===== src/rtl/phy_seq_pkg.sv =====
package phy_seq_pkg;

  localparam logic [1:0] MODE_MIPI = 2'b01;
  localparam logic [1:0] MODE_LVDS = 2'b10;
  localparam logic [1:0] PW_EN     = 2'b01;
  localparam logic [1:0] PW_DIS    = 2'b10;
  localparam logic [2:0] SEL_MIPI  = 3'b001;
  localparam logic [2:0] SEL_LVDS  = 3'b010;

  typedef enum logic [4:0] {
    ST_OFF, ST_BG, ST_PW, ST_BR,
    M_SEL, M_DIV, M_PWR, M_ARST, M_AREL, M_DRST, M_DREL, M_LANE,
    L_DIR, L_SEL, L_DIV, L_PWR, L_WAIT, L_RST, L_REL, L_DEN, L_LANE,
    ST_ON,
    D_LANE, D_PLL, D_PW, D_BG, D_LLN, D_LDEN, D_LPD
  } seq_st_e;

  typedef struct packed {
    logic       bg_pd;
    logic [1:0] pwr_work;
    logic       ldo_pd;
    logic       pll_pd;
    logic [2:0] mode_sel;
    logic       ana_rst;
    logic       dig_rst_n;
    logic       smp_rev;
    logic       lvds_pll_pd;
    logic       lvds_bg_pd;
    logic       lvds_rst_n;
    logic       lvds_dig_en;
    logic       ready;
  } ctl_t;

  localparam ctl_t CTL_OFF = '{bg_pd: 1'b1, pwr_work: PW_DIS, ldo_pd: 1'b1,
                               pll_pd: 1'b1, mode_sel: 3'b000, ana_rst: 1'b0,
                               dig_rst_n: 1'b1, smp_rev: 1'b0, lvds_pll_pd: 1'b1,
                               lvds_bg_pd: 1'b1, lvds_rst_n: 1'b1,
                               lvds_dig_en: 1'b0, ready: 1'b0};

  function automatic logic is_wait(seq_st_e s);
    return (s == M_ARST) || (s == M_DRST) || (s == L_WAIT) || (s == L_RST);
  endfunction

  function automatic logic is_bringup(seq_st_e s);
    return (s != ST_OFF) && (s != ST_ON) && (s < D_LANE);
  endfunction

endpackage


===== src/rtl/phy_seq_rst_sync.sv =====
module phy_seq_rst_sync #(
  parameter int STAGES = 2
) (
  input  logic clk,
  input  logic arst_n,
  output logic srst_n
);
  logic [STAGES-1:0] sh_q;

  always_ff @(posedge clk or negedge arst_n) begin
    if (!arst_n) sh_q <= '0;
    else         sh_q <= {sh_q[STAGES-2:0], 1'b1};
  end

  assign srst_n = sh_q[STAGES-1];
endmodule


===== src/rtl/phy_seq_timer.sv =====
module phy_seq_timer #(
  parameter int CYC_W = 16,
  parameter int US_W  = 15
) (
  input  logic             clk,
  input  logic             rst_n,
  input  logic             start,
  input  logic [CYC_W-1:0] cyc_per_us,
  input  logic [US_W-1:0]  us_cnt,
  output logic             done
);
  logic [CYC_W-1:0] pre_q, pre_d, cyc_m1;
  logic [US_W-1:0]  us_q, us_d;
  logic             busy_q, busy_d;

  assign cyc_m1 = (cyc_per_us == '0) ? '0 : cyc_per_us - CYC_W'(1);
  assign done   = busy_q && (pre_q == '0) && (us_q == '0);

  always_comb begin
    pre_d  = pre_q;
    us_d   = us_q;
    busy_d = busy_q;
    if (start) begin
      pre_d  = cyc_m1;
      us_d   = us_cnt - US_W'(1);
      busy_d = 1'b1;
    end else if (busy_q) begin
      if (done) begin
        busy_d = 1'b0;
      end else if (pre_q == '0) begin
        pre_d = cyc_m1;
        us_d  = us_q - US_W'(1);
      end else begin
        pre_d = pre_q - CYC_W'(1);
      end
    end
  end

  always_ff @(posedge clk or negedge rst_n) begin
    if (!rst_n) begin
      pre_q  <= '0;
      us_q   <= '0;
      busy_q <= 1'b0;
    end else begin
      pre_q  <= pre_d;
      us_q   <= us_d;
      busy_q <= busy_d;
    end
  end
endmodule


===== src/rtl/phy_seq_fsm.sv =====
module phy_seq_fsm
  import phy_seq_pkg::*;
#(
  parameter int US_W         = 15,
  parameter int LVDS_WAIT_US = 20000
) (
  input  logic            clk,
  input  logic            rst_n,
  input  logic            up_req,
  input  logic            down_req,
  input  logic [1:0]      mode_i,
  input  logic            tmr_done,
  output seq_st_e         state_d,
  output logic            tmr_start,
  output logic [US_W-1:0] tmr_us,
  output logic            err
);
  seq_st_e    state_q;
  logic [1:0] mode_q;
  logic       pend_q, err_q;
  logic       accept;

  assign accept = (state_q == ST_OFF) && up_req;

  always_comb begin
    state_d = state_q;
    unique case (state_q)
      ST_OFF: if (up_req) state_d = ST_BG;
      ST_BG:  state_d = ST_PW;
      ST_PW:  state_d = ST_BR;
      ST_BR:  state_d = (mode_q == MODE_MIPI) ? M_SEL :
                        (mode_q == MODE_LVDS) ? L_DIR : D_LANE;
      M_SEL:  state_d = M_DIV;
      M_DIV:  state_d = M_PWR;
      M_PWR:  state_d = M_ARST;
      M_ARST: if (tmr_done) state_d = M_AREL;
      M_AREL: state_d = M_DRST;
      M_DRST: if (tmr_done) state_d = M_DREL;
      M_DREL: state_d = M_LANE;
      M_LANE: state_d = ST_ON;
      L_DIR:  state_d = L_SEL;
      L_SEL:  state_d = L_DIV;
      L_DIV:  state_d = L_PWR;
      L_PWR:  state_d = L_WAIT;
      L_WAIT: if (tmr_done) state_d = L_RST;
      L_RST:  if (tmr_done) state_d = L_REL;
      L_REL:  state_d = L_DEN;
      L_DEN:  state_d = L_LANE;
      L_LANE: state_d = ST_ON;
      ST_ON:  if (down_req || pend_q) state_d = D_LANE;
      D_LANE: state_d = D_PLL;
      D_PLL:  state_d = D_PW;
      D_PW:   state_d = D_BG;
      D_BG:   state_d = D_LLN;
      D_LLN:  state_d = D_LDEN;
      D_LDEN: state_d = D_LPD;
      D_LPD:  state_d = ST_OFF;
      default: state_d = ST_OFF;
    endcase
  end

  assign tmr_start = (state_d != state_q) && is_wait(state_d);
  assign tmr_us    = (state_d == L_WAIT) ? US_W'(LVDS_WAIT_US) : US_W'(1);
  assign err       = err_q;

  always_ff @(posedge clk or negedge rst_n) begin
    if (!rst_n) begin
      state_q <= ST_OFF;
      mode_q  <= 2'b00;
      pend_q  <= 1'b0;
      err_q   <= 1'b0;
    end else begin
      state_q <= state_d;
      if (accept) mode_q <= mode_i;
      if (state_d == D_LANE)                     pend_q <= 1'b0;
      else if (down_req && is_bringup(state_q))  pend_q <= 1'b1;
      if (accept)                                      err_q <= 1'b0;
      else if (state_q == ST_BR && state_d == D_LANE)  err_q <= 1'b1;
    end
  end
endmodule


===== src/rtl/phy_seq_ctl.sv =====
module phy_seq_ctl
  import phy_seq_pkg::*;
#(
  parameter int PRE_W   = 5,
  parameter int FB_W    = 9,
  parameter int LANE_W  = 5,
  parameter int LVDS_PRE = 2,
  parameter int LVDS_FB  = 28
) (
  input  logic              clk,
  input  logic              rst_n,
  input  seq_st_e           state_d,
  input  logic [PRE_W-1:0]  mipi_prediv,
  input  logic [FB_W-1:0]   mipi_fbdiv,
  output ctl_t              ctl,
  output logic [PRE_W-1:0]  pre_div,
  output logic [FB_W-1:0]   fb_div,
  output logic [LANE_W-1:0] lane_en,
  output logic [LANE_W-1:0] lvds_lane_en
);
  ctl_t              ctl_q, ctl_d;
  logic [PRE_W-1:0]  pre_q, pre_nx;
  logic [FB_W-1:0]   fb_q, fb_nx;
  logic              div_ld;
  logic [LANE_W-1:0] lane_q, lane_d, llane_q, llane_d;

  always_comb begin
    ctl_d       = ctl_q;
    ctl_d.ready = (state_d == ST_ON);
    lane_d      = lane_q;
    llane_d     = llane_q;
    div_ld      = 1'b0;
    pre_nx      = mipi_prediv;
    fb_nx       = mipi_fbdiv;
    case (state_d)
      ST_BG:  ctl_d.bg_pd    = 1'b0;
      ST_PW:  ctl_d.pwr_work = PW_EN;
      M_SEL:  ctl_d.mode_sel = SEL_MIPI;
      M_DIV:  div_ld = 1'b1;
      M_PWR:  begin ctl_d.ldo_pd = 1'b0; ctl_d.pll_pd = 1'b0; end
      M_ARST: ctl_d.ana_rst   = 1'b1;
      M_AREL: ctl_d.ana_rst   = 1'b0;
      M_DRST: ctl_d.dig_rst_n = 1'b0;
      M_DREL: ctl_d.dig_rst_n = 1'b1;
      M_LANE: lane_d = '1;
      L_DIR:  ctl_d.smp_rev  = 1'b1;
      L_SEL:  ctl_d.mode_sel = SEL_LVDS;
      L_DIV:  begin
        div_ld = 1'b1;
        pre_nx = PRE_W'(LVDS_PRE);
        fb_nx  = FB_W'(LVDS_FB);
      end
      L_PWR:  begin ctl_d.lvds_pll_pd = 1'b0; ctl_d.lvds_bg_pd = 1'b0; end
      L_RST:  ctl_d.lvds_rst_n  = 1'b0;
      L_REL:  ctl_d.lvds_rst_n  = 1'b1;
      L_DEN:  ctl_d.lvds_dig_en = 1'b1;
      L_LANE: llane_d = '1;
      D_LANE: lane_d = '0;
      D_PLL:  begin ctl_d.ldo_pd = 1'b1; ctl_d.pll_pd = 1'b1; end
      D_PW:   ctl_d.pwr_work = PW_DIS;
      D_BG:   ctl_d.bg_pd    = 1'b1;
      D_LLN:  llane_d = '0;
      D_LDEN: ctl_d.lvds_dig_en = 1'b0;
      D_LPD:  begin ctl_d.lvds_pll_pd = 1'b1; ctl_d.lvds_bg_pd = 1'b1; end
      default: ;
    endcase
  end

  always_ff @(posedge clk or negedge rst_n) begin
    if (!rst_n) begin
      ctl_q   <= CTL_OFF;
      lane_q  <= '0;
      llane_q <= '0;
      pre_q   <= '0;
      fb_q    <= '0;
    end else begin
      ctl_q   <= ctl_d;
      lane_q  <= lane_d;
      llane_q <= llane_d;
      if (div_ld) begin
        pre_q <= pre_nx;
        fb_q  <= fb_nx;
      end
    end
  end

  assign ctl          = ctl_q;
  assign pre_div      = pre_q;
  assign fb_div       = fb_q;
  assign lane_en      = lane_q;
  assign lvds_lane_en = llane_q;
endmodule


===== src/rtl/phy_pwr_seq.sv =====
module phy_pwr_seq
  import phy_seq_pkg::*;
#(
  parameter int CYC_W        = 16,
  parameter int PRE_W        = 5,
  parameter int FB_W         = 9,
  parameter int N_DATA       = 4,
  parameter int LVDS_WAIT_US = 20000,
  parameter int LVDS_PRE     = 2,
  parameter int LVDS_FB      = 28,
  parameter int SYNC_STAGES  = 2
) (
  input  logic              clk,
  input  logic              rst_n,
  input  logic              up_req,
  input  logic              down_req,
  input  logic [1:0]        mode_i,
  input  logic [CYC_W-1:0]  cyc_per_us,
  input  logic [PRE_W-1:0]  mipi_prediv,
  input  logic [FB_W-1:0]   mipi_fbdiv,
  output logic              bg_pd,
  output logic [1:0]        pwr_work,
  output logic              ldo_pd,
  output logic              pll_pd,
  output logic              ana_rst,
  output logic              dig_rst_n,
  output logic [2:0]        mode_sel,
  output logic [PRE_W-1:0]  pre_div,
  output logic [FB_W-1:0]   fb_div,
  output logic [N_DATA:0]   lane_en,
  output logic              smp_rev,
  output logic              lvds_pll_pd,
  output logic              lvds_bg_pd,
  output logic              lvds_rst_n,
  output logic              lvds_dig_en,
  output logic [N_DATA:0]   lvds_lane_en,
  output logic              ready,
  output logic              err
);
  localparam int LANE_W = N_DATA + 1;
  localparam int US_W   = $clog2(LVDS_WAIT_US + 1);

  logic            srst_n, tmr_start, tmr_done;
  logic [US_W-1:0] tmr_us;
  seq_st_e         state_d;
  ctl_t            ctl;

  phy_seq_rst_sync #(.STAGES(SYNC_STAGES)) u_rst (
    .clk(clk), .arst_n(rst_n), .srst_n(srst_n));

  phy_seq_timer #(.CYC_W(CYC_W), .US_W(US_W)) u_tmr (
    .clk(clk), .rst_n(srst_n), .start(tmr_start), .cyc_per_us(cyc_per_us),
    .us_cnt(tmr_us), .done(tmr_done));

  phy_seq_fsm #(.US_W(US_W), .LVDS_WAIT_US(LVDS_WAIT_US)) u_fsm (
    .clk(clk), .rst_n(srst_n), .up_req(up_req), .down_req(down_req),
    .mode_i(mode_i), .tmr_done(tmr_done), .state_d(state_d),
    .tmr_start(tmr_start), .tmr_us(tmr_us), .err(err));

  phy_seq_ctl #(.PRE_W(PRE_W), .FB_W(FB_W), .LANE_W(LANE_W),
                .LVDS_PRE(LVDS_PRE), .LVDS_FB(LVDS_FB)) u_ctl (
    .clk(clk), .rst_n(srst_n), .state_d(state_d), .mipi_prediv(mipi_prediv),
    .mipi_fbdiv(mipi_fbdiv), .ctl(ctl), .pre_div(pre_div), .fb_div(fb_div),
    .lane_en(lane_en), .lvds_lane_en(lvds_lane_en));

  assign bg_pd       = ctl.bg_pd;
  assign pwr_work    = ctl.pwr_work;
  assign ldo_pd      = ctl.ldo_pd;
  assign pll_pd      = ctl.pll_pd;
  assign ana_rst     = ctl.ana_rst;
  assign dig_rst_n   = ctl.dig_rst_n;
  assign mode_sel    = ctl.mode_sel;
  assign smp_rev     = ctl.smp_rev;
  assign lvds_pll_pd = ctl.lvds_pll_pd;
  assign lvds_bg_pd  = ctl.lvds_bg_pd;
  assign lvds_rst_n  = ctl.lvds_rst_n;
  assign lvds_dig_en = ctl.lvds_dig_en;
  assign ready       = ctl.ready;
endmodule


===== config.mk =====
export PLATFORM = sky130hd
export DESIGN_NAME = phy_pwr_seq
export DESIGN_NICKNAME = d
export VERILOG_FILES = /design/src/rtl/phy_seq_pkg.sv /design/src/rtl/phy_seq_rst_sync.sv /design/src/rtl/phy_seq_timer.sv /design/src/rtl/phy_seq_fsm.sv /design/src/rtl/phy_seq_ctl.sv /design/src/rtl/phy_pwr_seq.sv
export SDC_FILE = /design/constraint.sdc
export NUM_CORES = 1
export LEC_CHECK = 0
export CELL_PAD_IN_SITES_DETAIL_PLACEMENT = 1
export CELL_PAD_IN_SITES_GLOBAL_PLACEMENT = 2
export CORE_MARGIN = 8
export CORE_UTILIZATION = 35
export CTS_CLUSTER_DIAMETER = 100
export DETAILED_ROUTE_END_ITERATION = 8
export GPL_TIMING_DRIVEN = 0
export PLACE_DENSITY = 0.85
export RECOVER_POWER = 25
export SLEW_MARGIN = 30
export SYNTH_ARGS = -nofsm -noshare
export SYNTH_HDL_FRONTEND = slang
export SYNTH_SLANG_ARGS = --single-unit

===== constraint.sdc =====
create_clock -name clk -period 3.2 [get_ports clk]
set_input_delay 0.96 -clock clk [delete_from_list [all_inputs] [get_ports clk]]
set_output_delay 0.96 -clock clk [all_outputs]
set_load 0.01 [all_outputs]

; ---- Yosys cells after proc, flatten, opt, wreduce, memory -nomap -nowiden
; Cells that the tools add are included.
[classes]
n_lt_le_gt_ge = 1
n_addsub = 4
n_reduce_logical = 36
muxes = 40
eq_ne = 59
[op_table]
columns = op, n
row1 = 5-bit one-hot mux with 27 select lines, 1
row2 = 5-bit == test (second input constant), 25
row3 = 5-bit by 4-bit == test with 1-bit output (second input constant), 16
row4 = 16-bit two-way mux, 5
row5 = 15-bit two-way mux, 5
row6 = 5-bit two-way mux, 9
row7 = 5-bit by 3-bit == test with 1-bit output (second input constant), 8
row8 = 16-bit logical NOT, 2
row9 = 16-bit by 1-bit subtractor with 16-bit output (second input constant), 2
row10 = 2-bit nonzero test, 15
row11 = 15-bit by 1-bit subtractor with 15-bit output (second input constant), 2
row12 = 5-bit one-hot mux with 2 select lines, 2
row13 = 5-bit by 2-bit == test with 1-bit output (second input constant), 3
row14 = 15-bit logical NOT, 1
row15 = 2-bit one-hot mux with 2 select lines, 3
row16 = 5-bit by 1-bit == test with 1-bit output (second input constant), 2
row17 = 1-bit one-hot mux with 2 select lines, 5
row18 = 9-bit two-way mux, 1
row19 = 1-bit logical AND, 8
row20 = 1-bit two-way mux, 8
row21 = 3-bit one-hot mux with 2 select lines, 1
row22 = 5-bit logical NOT, 1
row23 = 5-bit less-than comparator (second input constant), 1
row24 = 5-bit inequality test, 1
row25 = other kinds (9), 13
[totals]
reg_bits = 83
elab_cells = 165
in_bits = 36
output_inout_bits = 41

; ---- Longest topological paths before layout
; Gate-level depths: netlist of run 1.
[depth]
depth_word = 12
depth_mapped = 19
mapped_depth_nobuf = 15

; ---- By module
; From an unflattened synthesis of run 1, not the netlist that was laid out.
[unflattened]
cells_unflattened = 620
area_unflattened_um2 = 5365.1
[by_module_without_submodules]
columns = mod, instances, cells_each, area_each_um2, seq_area_each_um2
row1 = phy_seq_timer, 1, 353, 2884.0, 800.8
row2 = phy_seq_ctl, 1, 156, 1517.7, 733.2
row3 = phy_seq_fsm, 1, 108, 909.6, 225.2
row4 = phy_seq_rst_sync, 1, 3, 53.8, 50.0

; ---- Least setup slack after synthesis of run 1
; Ideal clock, no wire load.
[synth_path]
path_type = input to register
from = input down_req
to = register u_tmr.us_q[12]
setup_ps = 136
required_time_ps = 3064
path_buffers = 2
path_slack_ps = -284
stages = 12
t_arrival_ps = 3348
cell_sequence = o21a_1 > a31oi_1 > o221a_2 > o211ai_2 > or4_4 > a31oi_2 > buf_6 > o21ai_1 > ha_1 > clkbuf_1 > o221ai_1 > a21oi_1
[synth_between]
elab_chain_cells = 10
elab_cells_between_ends = 19
cone_classes = add/sub (1) / eq/ne (6) / mux (4) / reduce/logical (8)
[synth_rtl]
columns = element, line
row1 = start: declaration, phy_pwr_seq.sv:16  ; input logic down_req,
row2 = 1-bit logical OR *, phy_seq_fsm.sv:50  ; ST_ON: if (down_req || pend_q) state_d = D_LANE;
row3 = 5-bit two-way mux *, phy_seq_fsm.sv:50
row4 = 5-bit one-hot mux with 27 select lines *, phy_seq_fsm.sv:27  ; unique case (state_q)
row5 = named net state_d[1], phy_pwr_seq.sv:45  ; seq_st_e state_d;
row6 = branches (longest 7 deep; another with 15-bit by 1-bit subtractor with 15-bit output), --
row7 = end signal: assignment, phy_seq_timer.sv:46  ; us_q <= us_d;
row8 = end: declaration, phy_seq_timer.sv:13  ; logic [US_W-1:0] us_q, us_d;
; Mark *: on every way through the listed nets, which the timed path passes.
; A chain may end at the register's enable or synchronous reset.

; ---- Worst setup path in the final report of run 1
[layout_path]
from = input down_req
to = register u_tmr.pre_q[0]
[layout_between]
elab_chain_cells = 10
elab_cells_between_ends = 16
cone_classes = eq/ne (6) / mux (3) / reduce/logical (7)
[layout_rtl]
columns = element, line
row1 = 1-bit logical OR *, phy_seq_fsm.sv:50
row2 = 5-bit two-way mux *, phy_seq_fsm.sv:50
row3 = 5-bit one-hot mux with 27 select lines *, phy_seq_fsm.sv:27
row4 = 5-bit by 3-bit == test with 1-bit output or 5-bit by 4-bit == test with 1-bit output (tied branches), phy_seq_pkg.sv:41  ; return (s == M_ARST) || (s == M_DRST) || (s == L_WAIT) || (s == L_RST);
row5 = 1-bit logical OR (3 in a row), phy_seq_pkg.sv:41
row6 = 1-bit logical AND *, phy_seq_fsm.sv:62  ; assign tmr_start = (state_d != state_q) && is_wait(state_d);
row7 = 2-bit inequality test (no source line) or 2-bit nonzero test (tied branches), --
row8 = 2-bit AND reduction (no source line), --
row9 = end signal: assignment, phy_seq_timer.sv:45  ; pre_q <= pre_d;
row10 = end: declaration, phy_seq_timer.sv:12  ; logic [CYC_W-1:0] pre_q, pre_d, cyc_m1;
; Every way passes the cells marked *; elsewhere a longest branch is shown, timed or not.

==> results of run 1 <==
==> per-layer routing <==
metal	GRT usage	up-vias	routed length (um)	share of wire
li1	-	2306	-	-
met1	0.220	2461	7150	0.43
met2	0.324	137	8460	0.50
met3	0.0423	33	740	0.044
met4	0.0855	0	462	0.027
met5	0	-	0	0
==> stage by stage <==
stage | setup WS (ns) | cell area (um2) | std cells | total power, mW
after floorplan | -0.183 | 4770 | 549 | 4.02
after global placement | -1.27 | 5740 | 800 | 5.15
after detailed placement | -1.32 | 5770 | 801 | 5.26
after CTS | -0.152 | 6560 | 841 | 6.99
after global routing | -0.316 | 6840 | 861 | 8.02
final | -0.179 | 6840 | 861 | 7.53
==> cell families (layout without fill, tap and decap cells) <==
logic type / count (synthesis) / count (layout) / synth area share
AO/OA/AOI/OAI: 147 / 147 / 0.213
XOR/XNOR: 12 / 12 / 0.0223
adder cells (fa/ha/maj): 5 / 5 / 0.0133
buffers and inverters: 61 / 197 / 0.0725
flip-flops: 72 / 72 / 0.384
multiplexers: 13 / 13 / 0.0289
other: 2 / 2 / 0.00159
AND/OR/NAND/NOR: 237 / 237 / 0.265
==> area by class of cell <==
class,count,area share
clock inverters,6,0.00896
plain buffers,41,0.0488
well taps,176,0.0322
clock buffers,10,0.0335
flip-flops and latches,72,0.265
multi-input cells,416,0.433
inverters,15,0.00896
repair buffers,125,0.170
==> worst paths after layout <==
| path | end | from | cells after the start | slack (ns) |
|---|---|---|---|---|
| max | u_tmr.pre_q[0]$_DFFE_PN0P_ | down_req | 13 | -0.18 |
| min | u_rst.sh_q[1]$_DFF_PN0_ | u_rst.sh_q[0]$_DFF_PN0_ | 0 | 0.36 |
| max reg2reg | u_tmr.pre_q[0]$_DFFE_PN0P_ | u_tmr.pre_q[0]$_DFFE_PN0P_ | 14 | -0.16 |
| min reg2reg | u_rst.sh_q[1]$_DFF_PN0_ | u_rst.sh_q[0]$_DFF_PN0_ | 0 | 0.36 |
| max in group asynchronous | u_tmr.us_q[6]$_DFFE_PN0P_ | u_rst.sh_q[1]$_DFF_PN0_ | 1 | 0.90 |
| min in group asynchronous | u_ctl.pre_div[3]$_DFFE_PN0P_ | u_rst.sh_q[1]$_DFF_PN0_ | 0 | 0.56 |
==> timing repair <==
action,in CTS,in global routing
resized for setup,67,42
pin swaps,33,29
setup endpoints to repair,32,31
gates cloned,1,0
setup buffers,25,23
==> sequential cells by signal, summed over array words and instances (netlist names) <==
signal and cells:
u_tmr.pre_q 16, u_tmr.us_q 15, u_ctl.ctl 13, u_ctl.fb_div 9
u_ctl.pre_div 5, u_fsm.state_q 5, u_fsm.mode_q 2, u_rst.sh_q 2
u_ctl.lane_en 1, u_ctl.lvds_lane_en 1, u_fsm.err 1, u_fsm.pend_q 1
u_tmr.busy_q 1
==> cell usage after synthesis, types with 4 or more instances <==
cell type / instances
buf_2: 11
a21oi_1: 33
clkbuf_1: 13
dfrtp_1: 66
nor4_1: 14
o21ai_0: 27
mux2_2: 5
nand2b_1: 6
o211ai_1: 6
ha_1: 5
a211oi_1: 5
a31oi_1: 14
nand2_1: 44
and3_1: 5
o22a_1: 5
o22ai_1: 6
mux2i_1: 8
xnor2_1: 9
a22o_1: 10
nor3_1: 37
or4_1: 7
inv_1: 13
nor4b_1: 4
nor2b_1: 8
nand4_1: 10
dfstp_2: 6
nand3_1: 18
o31ai_1: 7
or3_1: 8
and4_1: 5
nor2_1: 54
buf_4: 16
==> worst max-delay path, cell delays in order <==
cell,delay (ns)
buf_2,0.11
o21a_1,0.20
buf_4,0.14
o32ai_2,0.26
a21oi_2,0.10
o211ai_1,0.21
or4b_4,0.55
a31oi_4,0.29
buf_4,0.17
buf_8,0.15
buf_12,0.15
nor2_1,0.09
o22a_1,0.22
==> power by group <==
| group | switching (mW) | internal [mW] | leakage (nW) |
|---|---|---|---|
| clock network | 0.393 | 0.600 | 0.142 |
| registers | 0.450 | 1.31 | 0.854 |
| logic | 2.46 | 2.32 | 1.72 |
| total | 3.30 | 4.23 | 2.71 |
==> flow_summary_export.csv, run 1 <==
group,metric,value,unit
clocking,cts_max_path_buffers,2,
sta,drv_slew,0,
finish,regArea,1810,um2
power,power.density,1100,nW/um2
status,failed_checks,"negative setup slack",
sta,finalSetupViolCount,22,
synthesis,syn-cell-area,4710,um2
synthesis,syn_inst,549,
synthesis,synth_cell_types,72,
grt,grt_pass1_vias,5188,
clocking,cts_root_buf,"clkbuf_16",
job,cap_violations,0,
setup_path,cp-end-kind,"flop",
floorplan,core_area,13200,um2
drt,wl,16800,um
synthesis,syn_nets,590,
finish,fillers,1509,
grt,grt_pass1_wl,26900,um
drt,dr.first_iter.drc_count,292,
placement,gp_congestion,0.910,
sta,period_needed,3.38,ns
sta,layout_setup_ws,-0.179,ns
sta,worst_pin_slew,1.34,ns
finish,final_net_count,721,
grt,grt_max_degree,39,
drt,wl_per_cell,19.5,um
setup_path,critPathLaunchType,"input port",
floorplan,io_pins,77,
clocking,cts.htree.levels,3,
clocking,cts.reportedPaths.clkPinSlew,0.06,ns
finish,multi_input_area,2960,um2
drt,antenna_left,0,
floorplan,initial_core_util,0.357,
grt,grt.overflow.total,0,
finish,utilization,0.519,
sta,hold-worst-slack,0.361,ns
synthesis,yosysTopAreaCell,"dfrtp_1",
sta,max_freq,296,MHz
drt,first_pass_iters,4,
clocking,cts_hold_buf,0,
status,status,"finished with violations",
synthesis,synth_edf_count,0,
clocking,numCtsBuffers,9,
synthesis,synth_top_cell_area_share,0.350,
finish,final_cell_mix,"clkdlybuf4s50_1 (72), dfrtp_1 (63), buf_4 (55), nor2_1 (53), nand2_1 (41)",
drt,vias_per_cell,5.73,
floorplan,placementRows,42,
grt,grt_use_total,0.189,
sta,relSlewSlack,0.105,
setup_path,arrival,3.60,ns
sta,rsz0062_at_grt,"yes",
drt,drc,0,
finish,final_common_cell,"clkdlybuf4s50_1",
clocking,cts_tree,"yes",
floorplan,die-height,132,um
floorplan,die_w,132,um
synthesis,ys_ff_latch,72,
sta,finalClockSkew,0.00763,ns
setup_path,cp.required,3.42,ns
sta,setup_tns,-2.05,ns
synthesis,syn_avg_cell_area,8.59,um2
sta,fin_crit_sh,1.06,
synthesis,synth_warnings,0,
setup_path,crit_path_max_fanout,10,
sta,hold_viol,0,
placement,dp_hpwl,11700,um
synthesis,async_flop_share,1.00,
clocking,clkLatencyLatePin,0.34,ns
placement,io_buffers,75,
power,leakage,2.71,nW
synthesis,yosys-top-cells-area,"dfrtp_1 (35%), nor2_1 (4.3%), nor3_1 (3.9%)",
synthesis,ys_seq_area_frac,0.384,
finish,antenna_cells,0,
synthesis,synth_flop_cell,"dfrtp_1",
setup_path,worstSetupPathType,"in2reg",
clocking,cts_sinks,72,
floorplan,die-area,17400,um2
drt,vias,4937,
power,vdd.ir_drop.worst,370,uV
grt,antenna_found_initial,0,
worst_hold_path,min_path_type,"reg2reg",
finish,syn2layout_area_growth,45.2,%
finish,drive_gt1_frac,0.251,
No activity file was read; power rests on OpenSTA's default activity.
==> run 2: changes to the inputs <==
CAP_MARGIN = 0   (was not set)
==> results of run 2 <==
No change in the layout: final DEF, timing and power equal those of run 1.
==> run 3: changes to the inputs <==
CORE_MARGIN = 5   (was 8)
==> run 3 against run 2 <==
  * The run ends with max-capacitance violations, max-slew violations, negative setup slack left
  * Worst hold slack worse by 0.0095 ns
  * Sequential power about the same
  * Final cell count rose by 1.6%
  * First-iteration DRC count down 20%
  * Clock-buffer cell count down 1
  * Maximum frequency down 0.70%
  * Core utilization up 0.96 points
  * Non-clock buffer count rose by 14
  * Global-route usage rose by 2.3 points
  * Combinational power up 5.2%
  * Highest routed layer unchanged
==> flow_summary_export.csv, run 3 (synthesized netlist as in run 1, its figures left out) <==
group,metric,value,unit
finish,antenna_cells,0,
setup_path,cp-end-kind,"flop",
drt,wl,17200,um
grt,grt.overflow.total,0,
floorplan,initial_core_util,0.356,
sta,rsz0062_at_grt,"yes",
setup_path,crit_path_max_fanout,10,
placement,dp_hpwl,11700,um
grt,grt_max_degree,40,
setup_path,arrival,3.61,ns
finish,drive_gt1_frac,0.282,
finish,largest_reg_flops,16,
sta,layout_setup_ws,-0.202,ns
sta,relSlewSlack,-0.0993,
finish,final_common_cell,"clkdlybuf4s50_1",
floorplan,core_area,13200,um2
placement,gp_congestion,0.878,
sta,finalSetupViolCount,23,
clocking,cts_tree,"yes",
clocking,cts_max_path_buffers,2,
setup_path,r2r_start,"u_tmr.pre_q[0]$_DFFE_PN0P_",
grt,grt_use_total,0.212,
finish,syn2layout_area_growth,48.4,%
power,fin_total_pwr,7.78,mW
placement,io_buffers,75,
clocking,cts_root_buf,"clkbuf_16",
worst_hold_path,min_path_type,"reg2reg",
drt,drc,0,
sta,finalClockSkew,0.00445,ns
finish,design_area,7000,um2
drt,first_pass_iters,4,
drt,vias_per_cell,5.64,
sta,period_needed,3.40,ns
clocking,cts_hold_buf,0,
sta,fin_crit_sh,1.06,
grt,grt_pass1_vias,5158,
setup_path,r2r_slack,-0.20,ns
grt,antenna_found_initial,0,
setup_path,cp.required,3.41,ns
drt,antenna_left,0,
clocking,cts.reportedPaths.clkPinSlew,0.06,ns
floorplan,die_w,126,um
sta,drv_slew,39,
floorplan,die-height,126,um
finish,largest-register,"u_tmr.pre_q",
setup_path,critPathLaunchType,"flop",
finish,final_cell_mix,"clkdlybuf4s50_1 (73), buf_4 (68), dfrtp_1 (55), nor2_1 (51), nand2_1 (41)",
finish,final_net_count,735,
sta,max_freq,294,MHz
power,leakage,2.78,nW
sta,worst_pin_slew,1.65,ns
drt,vias,4938,
setup_path,reg2reg_to,"u_tmr.us_q[12]$_DFFE_PN0P_",
floorplan,die-area,15900,um2
drt,dr.first_iter.drc_count,233,
floorplan,placementRows,42,
job,cap_violations,1,
clocking,clkLatencyLatePin,0.35,ns
power,power.density,1110,nW/um2
clocking,numCtsBuffers,9,
worst_hold_path,worstHoldStart,"u_rst.sh_q[0]$_DFF_PN0_",
worst_hold_path,min_to,"u_rst.sh_q[1]$_DFF_PN0_",
finish,utilization,0.528,
clocking,cts.htree.levels,3,
finish,fillers,1506,
setup_path,worstSetupPathType,"reg2reg",
clocking,cts_sinks,72,
floorplan,io_pins,77,
worst_hold_path,hold_depth,0,
power,vdd.ir_drop.worst,385,uV
sta,hold-worst-slack,0.351,ns
status,failed_checks,"max-capacitance violations, max-slew violations, negative setup slack",
grt,grt_pass1_wl,27400,um
placement,placed_area,5770,um2
drt,wl_per_cell,19.7,um
setup_path,reg2reg_depth,15,
sta,hold_viol,0,
status,status,"finished with violations",
-- run 3: changes by cell type in the layout (fill, tap and decap cells not counted), moves of 3 or more --
cell / before / now
buf_2: 7 / 4
dfrtp_2: 3 / 11
buf_4: 55 / 68
dfrtp_1: 63 / 55
-- run 3: repair_timing --
action | 4_1_cts | 5_1_grt
pin swaps | 29 | 23
buffers inserted | 37 | 22
endpoints found under the setup margin | 32 | 31
resized for setup | 80 | 43
cloned | 0 | 2
hold endpoints to repair | 0 | 0
-- run 3: worst max-delay path by stage --
stage                          startpoint                         end  slack [ns]  cells after the start
2_1_floorplan                    down_req   u_tmr.us_q[6]$_DFFE_PN0P_       -0.18                     13
3_3_place_gp                     down_req   u_tmr.us_q[6]$_DFFE_PN0P_       -1.22                     15
3_5_place_dp                     down_req   u_tmr.us_q[6]$_DFFE_PN0P_       -1.31                     15
4_1_cts         u_tmr.us_q[3]$_DFFE_PN0P_   u_tmr.us_q[6]$_DFFE_PN0P_       -0.14                     14
5_1_grt        u_tmr.pre_q[0]$_DFFE_PN0P_  u_tmr.us_q[12]$_DFFE_PN0P_       -0.35                     15
6_report       u_tmr.pre_q[0]$_DFFE_PN0P_  u_tmr.us_q[12]$_DFFE_PN0P_       -0.20                     15
-- run 3: stage by stage --
step	TNS (ns)	instances	setup slack [ns]
4_1_cts	-0.727	852	-0.144
3_5_place_dp	-25.54	801	-1.31
2_1_floorplan	-0.999	549	-0.183
3_3_place_gp	-23.10	800	-1.22
6_report	-2.39	875	-0.202
5_1_grt	-6.44	875	-0.355
-- run 3: layout make-up --
type,instances,area [um2],area share
repair buffers,137,1320,0.189
plain buffers,43,334,0.0477
flip-flops and latches,72,1820,0.261
well taps,176,220,0.0315
clock inverters,7,70.1,0.0100
clock buffers,9,225,0.0322
inverters,15,58.8,0.00840
multi-input cells,416,2950,0.421
-- run 3: per-layer routing --
metal  share of wire  vias up  global-route usage
li1                -     2327                   -
met1            0.43     2468               0.264
met2            0.51      124               0.368
met3           0.046       19              0.0360
met4           0.014        0              0.0757
met5               0        -                   0
-- run 3: worst max-delay path, stage by stage, from the launching register on --
cell and delay, ns:
dfrtp_1 0.39, inv_2 0.09, ha_4 0.14, nor3b_4 0.22
and4_1 0.25, buf_6 0.15, nand2_8 0.05, o211ai_1 0.32
or4b_4 0.54, a31oi_4 0.23, buf_8 0.14, o21ai_4 0.06
ha_4 0.22, clkbuf_8 0.17, o221ai_4 0.20, a21oi_2 0.08
-- run 3: where the power goes --
part | switching, mW | internal [mW] | total [mW]
combinational | 2.55 | 2.47 | 5.02
clock | 0.424 | 0.603 | 1.03
sequential | 0.413 | 1.32 | 1.73
total | 3.39 | 4.39 | 7.78
